File: config.mk
export PLATFORM = sky130hd
export DESIGN_NAME = bldc_commutator
export DESIGN_NICKNAME = d
export VERILOG_FILES = /design/src/rtl/bldc_comm_pkg.sv /design/src/rtl/bldc_hall_decoder.sv /design/src/rtl/bldc_fault_latch.sv /design/src/rtl/bldc_dir_interlock.sv /design/src/rtl/bldc_gate_stage.sv /design/src/rtl/bldc_commutator.sv
export SDC_FILE = /design/constraint.sdc
export NUM_CORES = 1
export LEC_CHECK = 0
export ABC_AREA = 1
export BUFFER_PORTS_ARGS = -buffer_cell sky130_fd_sc_hd__buf_2
export CORE_UTILIZATION = 43
export CTS_BUF_LIST = sky130_fd_sc_hd__clkbuf_4 sky130_fd_sc_hd__clkbuf_8
export DETAILED_ROUTE_END_ITERATION = 10
export PLACE_DENSITY = 0.67
export SLEW_MARGIN = 15
export SYNTH_ARGS = -nofsm -noshare
export SYNTH_HDL_FRONTEND = slang
export SYNTH_HIERARCHICAL = 1
export SYNTH_SLANG_ARGS = --single-unit
File: constraint.sdc
create_clock -name clk -period 1.93 [get_ports clk]
set_input_delay 0.386 -clock clk [delete_from_list [all_inputs] [get_ports clk]]
set_output_delay 0.386 -clock clk [all_outputs]
set_load 0.01 [all_outputs]
File: src/rtl/bldc_comm_pkg.sv
package bldc_comm_pkg;

  localparam int NPH = 3;

  typedef logic [NPH-1:0] phase_mask_t;

  // One commutation step: which phase sources and which sinks
  typedef struct packed {
    phase_mask_t src;
    phase_mask_t snk;
  } comm_step_t;

  localparam phase_mask_t PH1 = 3'b001;
  localparam phase_mask_t PH2 = 3'b010;
  localparam phase_mask_t PH3 = 3'b100;

endpackage

File: src/rtl/bldc_hall_decoder.sv
module bldc_hall_decoder
  import bldc_comm_pkg::*;
(
  input  logic [2:0] hall_i,
  input  logic       rev_i,
  output comm_step_t step_o
);

  logic [2:0] code;

  // Reverse uses the forward table at the complemented code
  assign code = hall_i ^ {3{rev_i}};

  always_comb begin
    step_o = '0;
    unique case (code)
      3'b101: begin step_o.src = PH2; step_o.snk = PH1; end
      3'b100: begin step_o.src = PH3; step_o.snk = PH1; end
      3'b110: begin step_o.src = PH3; step_o.snk = PH2; end
      3'b010: begin step_o.src = PH1; step_o.snk = PH2; end
      3'b011: begin step_o.src = PH1; step_o.snk = PH3; end
      3'b001: begin step_o.src = PH2; step_o.snk = PH3; end
      default: step_o = '0;   // 000 and 111 are illegal
    endcase
  end

endmodule

File: src/rtl/bldc_fault_latch.sv
module bldc_fault_latch #(
  parameter bit SET_AT_RESET = 1'b0
) (
  input  logic clk,
  input  logic rst,
  input  logic trip_i,
  input  logic release_i,
  output logic flag_next_o,
  output logic flag_q_o
);

  // Trip dominates; release only clears when trip is not active
  always_comb begin
    if (trip_i)         flag_next_o = 1'b1;
    else if (release_i) flag_next_o = 1'b0;
    else                flag_next_o = flag_q_o;
  end

  always_ff @(posedge clk) begin
    if (rst) flag_q_o <= SET_AT_RESET;
    else     flag_q_o <= flag_next_o;
  end

endmodule

File: src/rtl/bldc_dir_interlock.sv
module bldc_dir_interlock #(
  parameter int DEAD_CYCLES = 16
) (
  input  logic clk,
  input  logic rst,
  input  logic req_rev_i,
  input  logic drive_off_i,
  output logic dir_rev_o
);

  localparam int CW = (DEAD_CYCLES < 2) ? 1 : $clog2(DEAD_CYCLES);
  localparam logic [CW-1:0] LAST = CW'(DEAD_CYCLES - 1);

  logic          pending;
  logic [CW-1:0] cnt_q;

  assign pending = (req_rev_i != dir_rev_o);

  always_ff @(posedge clk) begin
    if (rst) begin
      dir_rev_o <= 1'b1;
      cnt_q     <= '0;
    end else if (!pending || !drive_off_i) begin
      cnt_q <= '0;
    end else if (cnt_q == LAST) begin
      dir_rev_o <= req_rev_i;
      cnt_q     <= '0;
    end else begin
      cnt_q <= cnt_q + 1'b1;
    end
  end

endmodule

File: src/rtl/bldc_gate_stage.sv
module bldc_gate_stage
  import bldc_comm_pkg::*;
(
  input  logic        clk,
  input  logic        rst,
  input  comm_step_t  step_i,
  input  logic        hs_allow_i,
  input  logic        ls_allow_i,
  output phase_mask_t hs_en_o,
  output phase_mask_t ls_en_o
);

  for (genvar p = 0; p < NPH; p++) begin : g_phase
    always_ff @(posedge clk) begin
      if (rst) begin
        hs_en_o[p] <= 1'b0;
        ls_en_o[p] <= 1'b0;
      end else begin
        hs_en_o[p] <= step_i.src[p] & hs_allow_i;
        // a phase that sources never sinks in the same step
        ls_en_o[p] <= step_i.snk[p] & ~step_i.src[p] & ls_allow_i;
      end
    end
  end

endmodule

File: src/rtl/bldc_commutator.sv
module bldc_commutator
  import bldc_comm_pkg::*;
#(
  parameter int DEAD_CYCLES = 16
) (
  input  logic       clk,
  input  logic       rst,
  input  logic [2:0] hall_i,
  input  logic       dir_rev_i,
  input  logic       stop_i,
  input  logic       pwm_on_i,
  input  logic       uv_trip_i,
  input  logic       uv_release_i,
  input  logic       ot_trip_i,
  input  logic       ot_release_i,
  output logic [2:0] hs_en_o,
  output logic [2:0] ls_en_o
);

  logic       uv_next, uv_q;
  logic       ot_next, ot_q;
  logic       dir_rev_q;
  logic       drive_off;
  logic       hs_allow, ls_allow;
  comm_step_t step;

  bldc_fault_latch #(.SET_AT_RESET(1'b1)) u_uv (
    .clk(clk), .rst(rst), .trip_i(uv_trip_i), .release_i(uv_release_i),
    .flag_next_o(uv_next), .flag_q_o(uv_q)
  );

  bldc_fault_latch #(.SET_AT_RESET(1'b0)) u_ot (
    .clk(clk), .rst(rst), .trip_i(ot_trip_i), .release_i(ot_release_i),
    .flag_next_o(ot_next), .flag_q_o(ot_q)
  );

  assign drive_off = stop_i | ~pwm_on_i | uv_next | ot_next;

  bldc_dir_interlock #(.DEAD_CYCLES(DEAD_CYCLES)) u_dir (
    .clk(clk), .rst(rst), .req_rev_i(dir_rev_i),
    .drive_off_i(drive_off), .dir_rev_o(dir_rev_q)
  );

  bldc_hall_decoder u_dec (
    .hall_i(hall_i), .rev_i(dir_rev_q), .step_o(step)
  );

  assign hs_allow = ~stop_i & ~ot_next;
  assign ls_allow = hs_allow & pwm_on_i & ~uv_next;

  bldc_gate_stage u_gate (
    .clk(clk), .rst(rst), .step_i(step),
    .hs_allow_i(hs_allow), .ls_allow_i(ls_allow),
    .hs_en_o(hs_en_o), .ls_en_o(ls_en_o)
  );

endmodule

==> flow_results.xml <==
<?xml version="1.0" encoding="UTF-8"?>
<metrics>
  <group name="die">
    <metric name="design.die.area" unit="µm²">1730</metric>
    <metric name="core_area" unit="µm²">1380</metric>
    <metric name="initial_core_utilization" unit="%">48.8</metric>
    <metric name="fp-row-count" unit="">13</metric>
    <metric name="die_height" unit="µm">41.6</metric>
    <metric name="die_x" unit="µm">41.6</metric>
    <metric name="ioPinCount" unit="">18</metric>
  </group>
  <group name="synthesis">
    <metric name="post_synthesis_cell_type_with_the_largest_combined_area" unit="">dfxtp_1</metric>
    <metric name="synth_enable_flop_cells" unit="">0</metric>
    <metric name="yosys.cell_types.count" unit="">18</metric>
    <metric name="synth_nets" unit="">115</metric>
    <metric name="yosys.cell_count.top_type" unit="">nand2_1</metric>
    <metric name="synth_ff_type" unit="">dfxtp_1</metric>
    <metric name="synthCells" unit="">102</metric>
    <metric name="synth_commonest_cells" unit="">nand2_1, inv_1, dfxtp_1, nor2_1, nor2_2</metric>
    <metric name="ys_seq_area_share" unit="%">38.6</metric>
    <metric name="ys_seq_elements" unit="">13</metric>
    <metric name="mappedNetlistArea" unit="µm²">674</metric>
    <metric name="synth_area_leaders" unit="">dfxtp_1, nand2_1, inv_1, nor2_1, nor2_2</metric>
    <metric name="async_reset_ff_share" unit="%">0</metric>
    <metric name="synth.avg_cell_area" unit="µm²">6.61</metric>
    <metric name="yosysWarnings" unit="">6</metric>
    <metric name="synth_top_area_share" unit="%">38.6</metric>
  </group>
  <group name="min_path">
    <metric name="min_from" unit="">uv_trip_i</metric>
    <metric name="whs_path_depth" unit="">3</metric>
    <metric name="hold_path_end" unit="">u_uv/flag_q_o$_SDFF_PP1_</metric>
    <metric name="timing.hold.worst.class" unit="">in -&gt; reg</metric>
  </group>
  <group name="power_and_ir_drop">
    <metric name="leakagePower" unit="nW">0.459</metric>
    <metric name="netSwitchingFraction" unit="%">24.2</metric>
    <metric name="internal_power" unit="mW">0.392</metric>
    <metric name="power_density" unit="nW/µm²">640</metric>
    <metric name="irDropWorstVdd" unit="mV">0.403</metric>
    <metric name="power.share.sequential" unit="%">53.4</metric>
    <metric name="comb_power_share" unit="%">12.0</metric>
    <metric name="total_power" unit="mW">0.518</metric>
    <metric name="p_clk_share" unit="%">34.6</metric>
    <metric name="netSwitchingPower" unit="mW">0.125</metric>
  </group>
  <group name="worst_setup_path">
    <metric name="crit_path_top_delay_cell" unit="">dfxtp_1</metric>
    <metric name="largest_fanout_of_any_net_on_the_critical_path" unit="">11</metric>
    <metric name="required" unit="ns">2.10</metric>
    <metric name="critical_path.startpoint_type" unit="">register</metric>
    <metric name="cp_cell_sequence" unit="">inv_2, nand2_1, nand2_1, nor2_1, inv_2, nand2_1, nor2_2</metric>
    <metric name="crit_top_cell" unit="">nand2_1</metric>
    <metric name="critical_path_class" unit="">reg -&gt; reg</metric>
    <metric name="rr_worst_depth" unit="">7</metric>
    <metric name="cpLargestDelayFamily" unit="">flip-flops</metric>
    <metric name="crit_path_end_kind" unit="">register</metric>
    <metric name="worst_r2r_startpoint" unit="">u_dir/dir_rev_o$_SDFFE_PP1P_</metric>
    <metric name="reg2reg_slack" unit="ns">0.72</metric>
    <metric name="cp.arrival" unit="ns">1.38</metric>
    <metric name="critical-path-max-stage-delay" unit="ns">0.54</metric>
    <metric name="critical_path_buf_inv_count" unit="">2</metric>
    <metric name="r2r-end" unit="">u_gate/ls_en_o[1]$_SDFF_PP0_</metric>
  </group>
  <group name="sta">
    <metric name="drv_slew" unit="">0</metric>
    <metric name="finalSetupViolations" unit="">0</metric>
    <metric name="rsz0062_at_grt" unit="">false</metric>
    <metric name="final.min_clock_period" unit="ns">1.21</metric>
    <metric name="skew" unit="ns">0.00854</metric>
    <metric name="tns" unit="ns">0</metric>
    <metric name="worst_slew_pin_slew" unit="ns">0.361</metric>
    <metric name="max_freq" unit="MHz">825</metric>
    <metric name="timing_hold_violations_final" unit="">0</metric>
    <metric name="fin_crit_sh" unit="%">62.8</metric>
    <metric name="max-slew-margin-rel" unit="%">75.9</metric>
  </group>
  <group name="clocking">
    <metric name="ctsLongestPathBuffers" unit="">2</metric>
    <metric name="cts_hold_buf" unit="">0</metric>
    <metric name="cts_root_buf" unit="">clkbuf_4</metric>
    <metric name="cts.reportedPaths.clkPinSlew" unit="ns">0.08</metric>
    <metric name="cts_tree" unit="">built</metric>
    <metric name="cts-resized-gates" unit="">0</metric>
    <metric name="clock_sinks" unit="">13</metric>
    <metric name="cts.htree.levels" unit="">1</metric>
    <metric name="tritoncts.num_buffers" unit="">3</metric>
    <metric name="clock_latency" unit="ns">0.27</metric>
    <metric name="postCtsSetupBuffers" unit="">0</metric>
  </group>
  <group name="cells_and_area">
    <metric name="final_nets" unit="">137</metric>
    <metric name="drive_above_1_share" unit="%">31.7</metric>
    <metric name="nFillCells" unit="">134</metric>
    <metric name="total_inserted_antenna_cells" unit="">0</metric>
    <metric name="postLayoutCoreUtil" unit="%">58.5</metric>
    <metric name="layout_area_overhead" unit="%">19.9</metric>
    <metric name="design_area" unit="µm²">808</metric>
  </group>
  <group name="placement">
    <metric name="post_dp_cell_area" unit="µm²">778</metric>
    <metric name="gp_congestion" unit="">0.707</metric>
    <metric name="port-buffer-count" unit="">17</metric>
    <metric name="dp_hpwl" unit="µm">913</metric>
  </group>
  <group name="global_routing">
    <metric name="grt_antenna_before_repair" unit="">0</metric>
    <metric name="grtUsageMet3" unit="%">6.52</metric>
    <metric name="first_global_vias" unit="">522</metric>
    <metric name="maximum_number_of_pins_on_one_net_before_global_route_repair" unit="">12</metric>
    <metric name="grt_use_met1" unit="%">19.4</metric>
    <metric name="global_route.usage.met2" unit="%">23.8</metric>
    <metric name="grt_first_pass_wirelength" unit="µm">2060</metric>
    <metric name="gr-max-usage-layer" unit="">met2</metric>
    <metric name="grt_overflow_total" unit="">0</metric>
    <metric name="global_route.usage.total" unit="%">15.3</metric>
  </group>
  <group name="routing">
    <metric name="dr_total_vias" unit="">623</metric>
    <metric name="detail_route.vias_per_cell" unit="">4.51</metric>
    <metric name="route.detailed.wl_per_inst" unit="µm">8.19</metric>
    <metric name="first_pass_iters" unit="">4</metric>
    <metric name="detail_route.wirelength" unit="µm">1130</metric>
    <metric name="drc_errors" unit="">0</metric>
    <metric name="route.antenna.remaining_nets" unit="">0</metric>
    <metric name="first_iter_violations" unit="">15</metric>
  </group>
  <group name="run">
    <metric name="max_cap_viols" unit="">0</metric>
  </group>
  <group name="outcome">
    <metric name="status" unit="">finished, final reports clean</metric>
  </group>
</metrics>
## per-stage QoR
step	cells	hold slack, ns	setup WS, ns
floorplan	102	0.418	0.736
global placement	134	0.429	0.591
detailed placement	134	0.440	0.531
CTS	138	0.304	0.717
global route	138	0.316	0.562
finish	138	0.312	0.717
## cell type report
class	count	area (µm²)	area share, %
Multi-Input combinational cell	67	332	41.0
Sequential cell	13	260	32.2
Timing Repair Buffer	17	85.1	10.5
Inverter	22	82.6	10.2
Clock buffer	4	30.0	3.72
Tap cell	15	18.8	2.32
## routing by layer
layer / wire length (µm) / up-vias
met5: 0 / -
met4: 6 / 0
met3: 83 / 2
met2: 482 / 23
met1: 557 / 256
li1: - / 342
## worst register-to-register path: cells and delay by family, from the launching register on
| kind | cells | cell delay (ns) |
|---|---|---|
| buffers and inverters | 2 | 0.18 |
| AND/OR/NAND/NOR | 5 | 0.39 |
| flip-flops | 1 | 0.54 |
## logic make-up after synthesis
group,count (synthesis),synth area share (%)
adder cells (fa/ha/maj),1,1.85
AO/OA/AOI/OAI,2,2.04
flip-flops,13,38.6
buffers and inverters,22,12.2
AND/OR/NAND/NOR,62,42.7
XOR/XNOR,2,2.60
## layout by cell type (no fill, tap or decap), drive strengths merged
master / instances
a21oi: 2
buf: 17
clkbuf: 4
dfxtp: 13
ha: 1
inv: 22
nand2: 34
nand3: 5
nand4: 2
nor2: 20
or2: 1
xnor2: 1
xor2: 1
## power by group through the flow
stage | clock network [mW] | registers (mW) | logic, mW
detailed placement | 0 | 0.283 | 0.0624
floorplan | 0 | 0.283 | 0.0406
CTS | 0.189 | 0.276 | 0.0625
global route | 0.198 | 0.277 | 0.0725
global placement | 0 | 0.283 | 0.0606
finish | 0.179 | 0.276 | 0.0620
## sequential cells by signal (all words and copies together), names as in the netlist
signal,flops
u_dir/dir_rev_o,1
u_gate/ls_en_o,3
u_dir/cnt_q,4
u_uv/flag_q_o,1
u_gate/hs_en_o,3
u_ot/flag_q_o,1
## worst max-delay path by stage
stage	slack, ns	startpoint	end	depth (start not counted)
floorplan	0.74	ot_release_i	u_dir/dir_rev_o$_SDFFE_PP1P_	10
global placement	0.59	ot_release_i	u_dir/cnt_q[1]$_SDFF_PP0_	10
detailed placement	0.53	ot_release_i	u_dir/dir_rev_o$_SDFFE_PP1P_	11
CTS	0.72	u_dir/dir_rev_o$_SDFFE_PP1P_	u_gate/ls_en_o[1]$_SDFF_PP0_	7
global route	0.56	u_dir/dir_rev_o$_SDFFE_PP1P_	u_gate/ls_en_o[0]$_SDFF_PP0_	7
finish	0.72	u_dir/dir_rev_o$_SDFFE_PP1P_	u_gate/ls_en_o[1]$_SDFF_PP0_	7
Note: power is estimated with default switching activity, not from simulation.
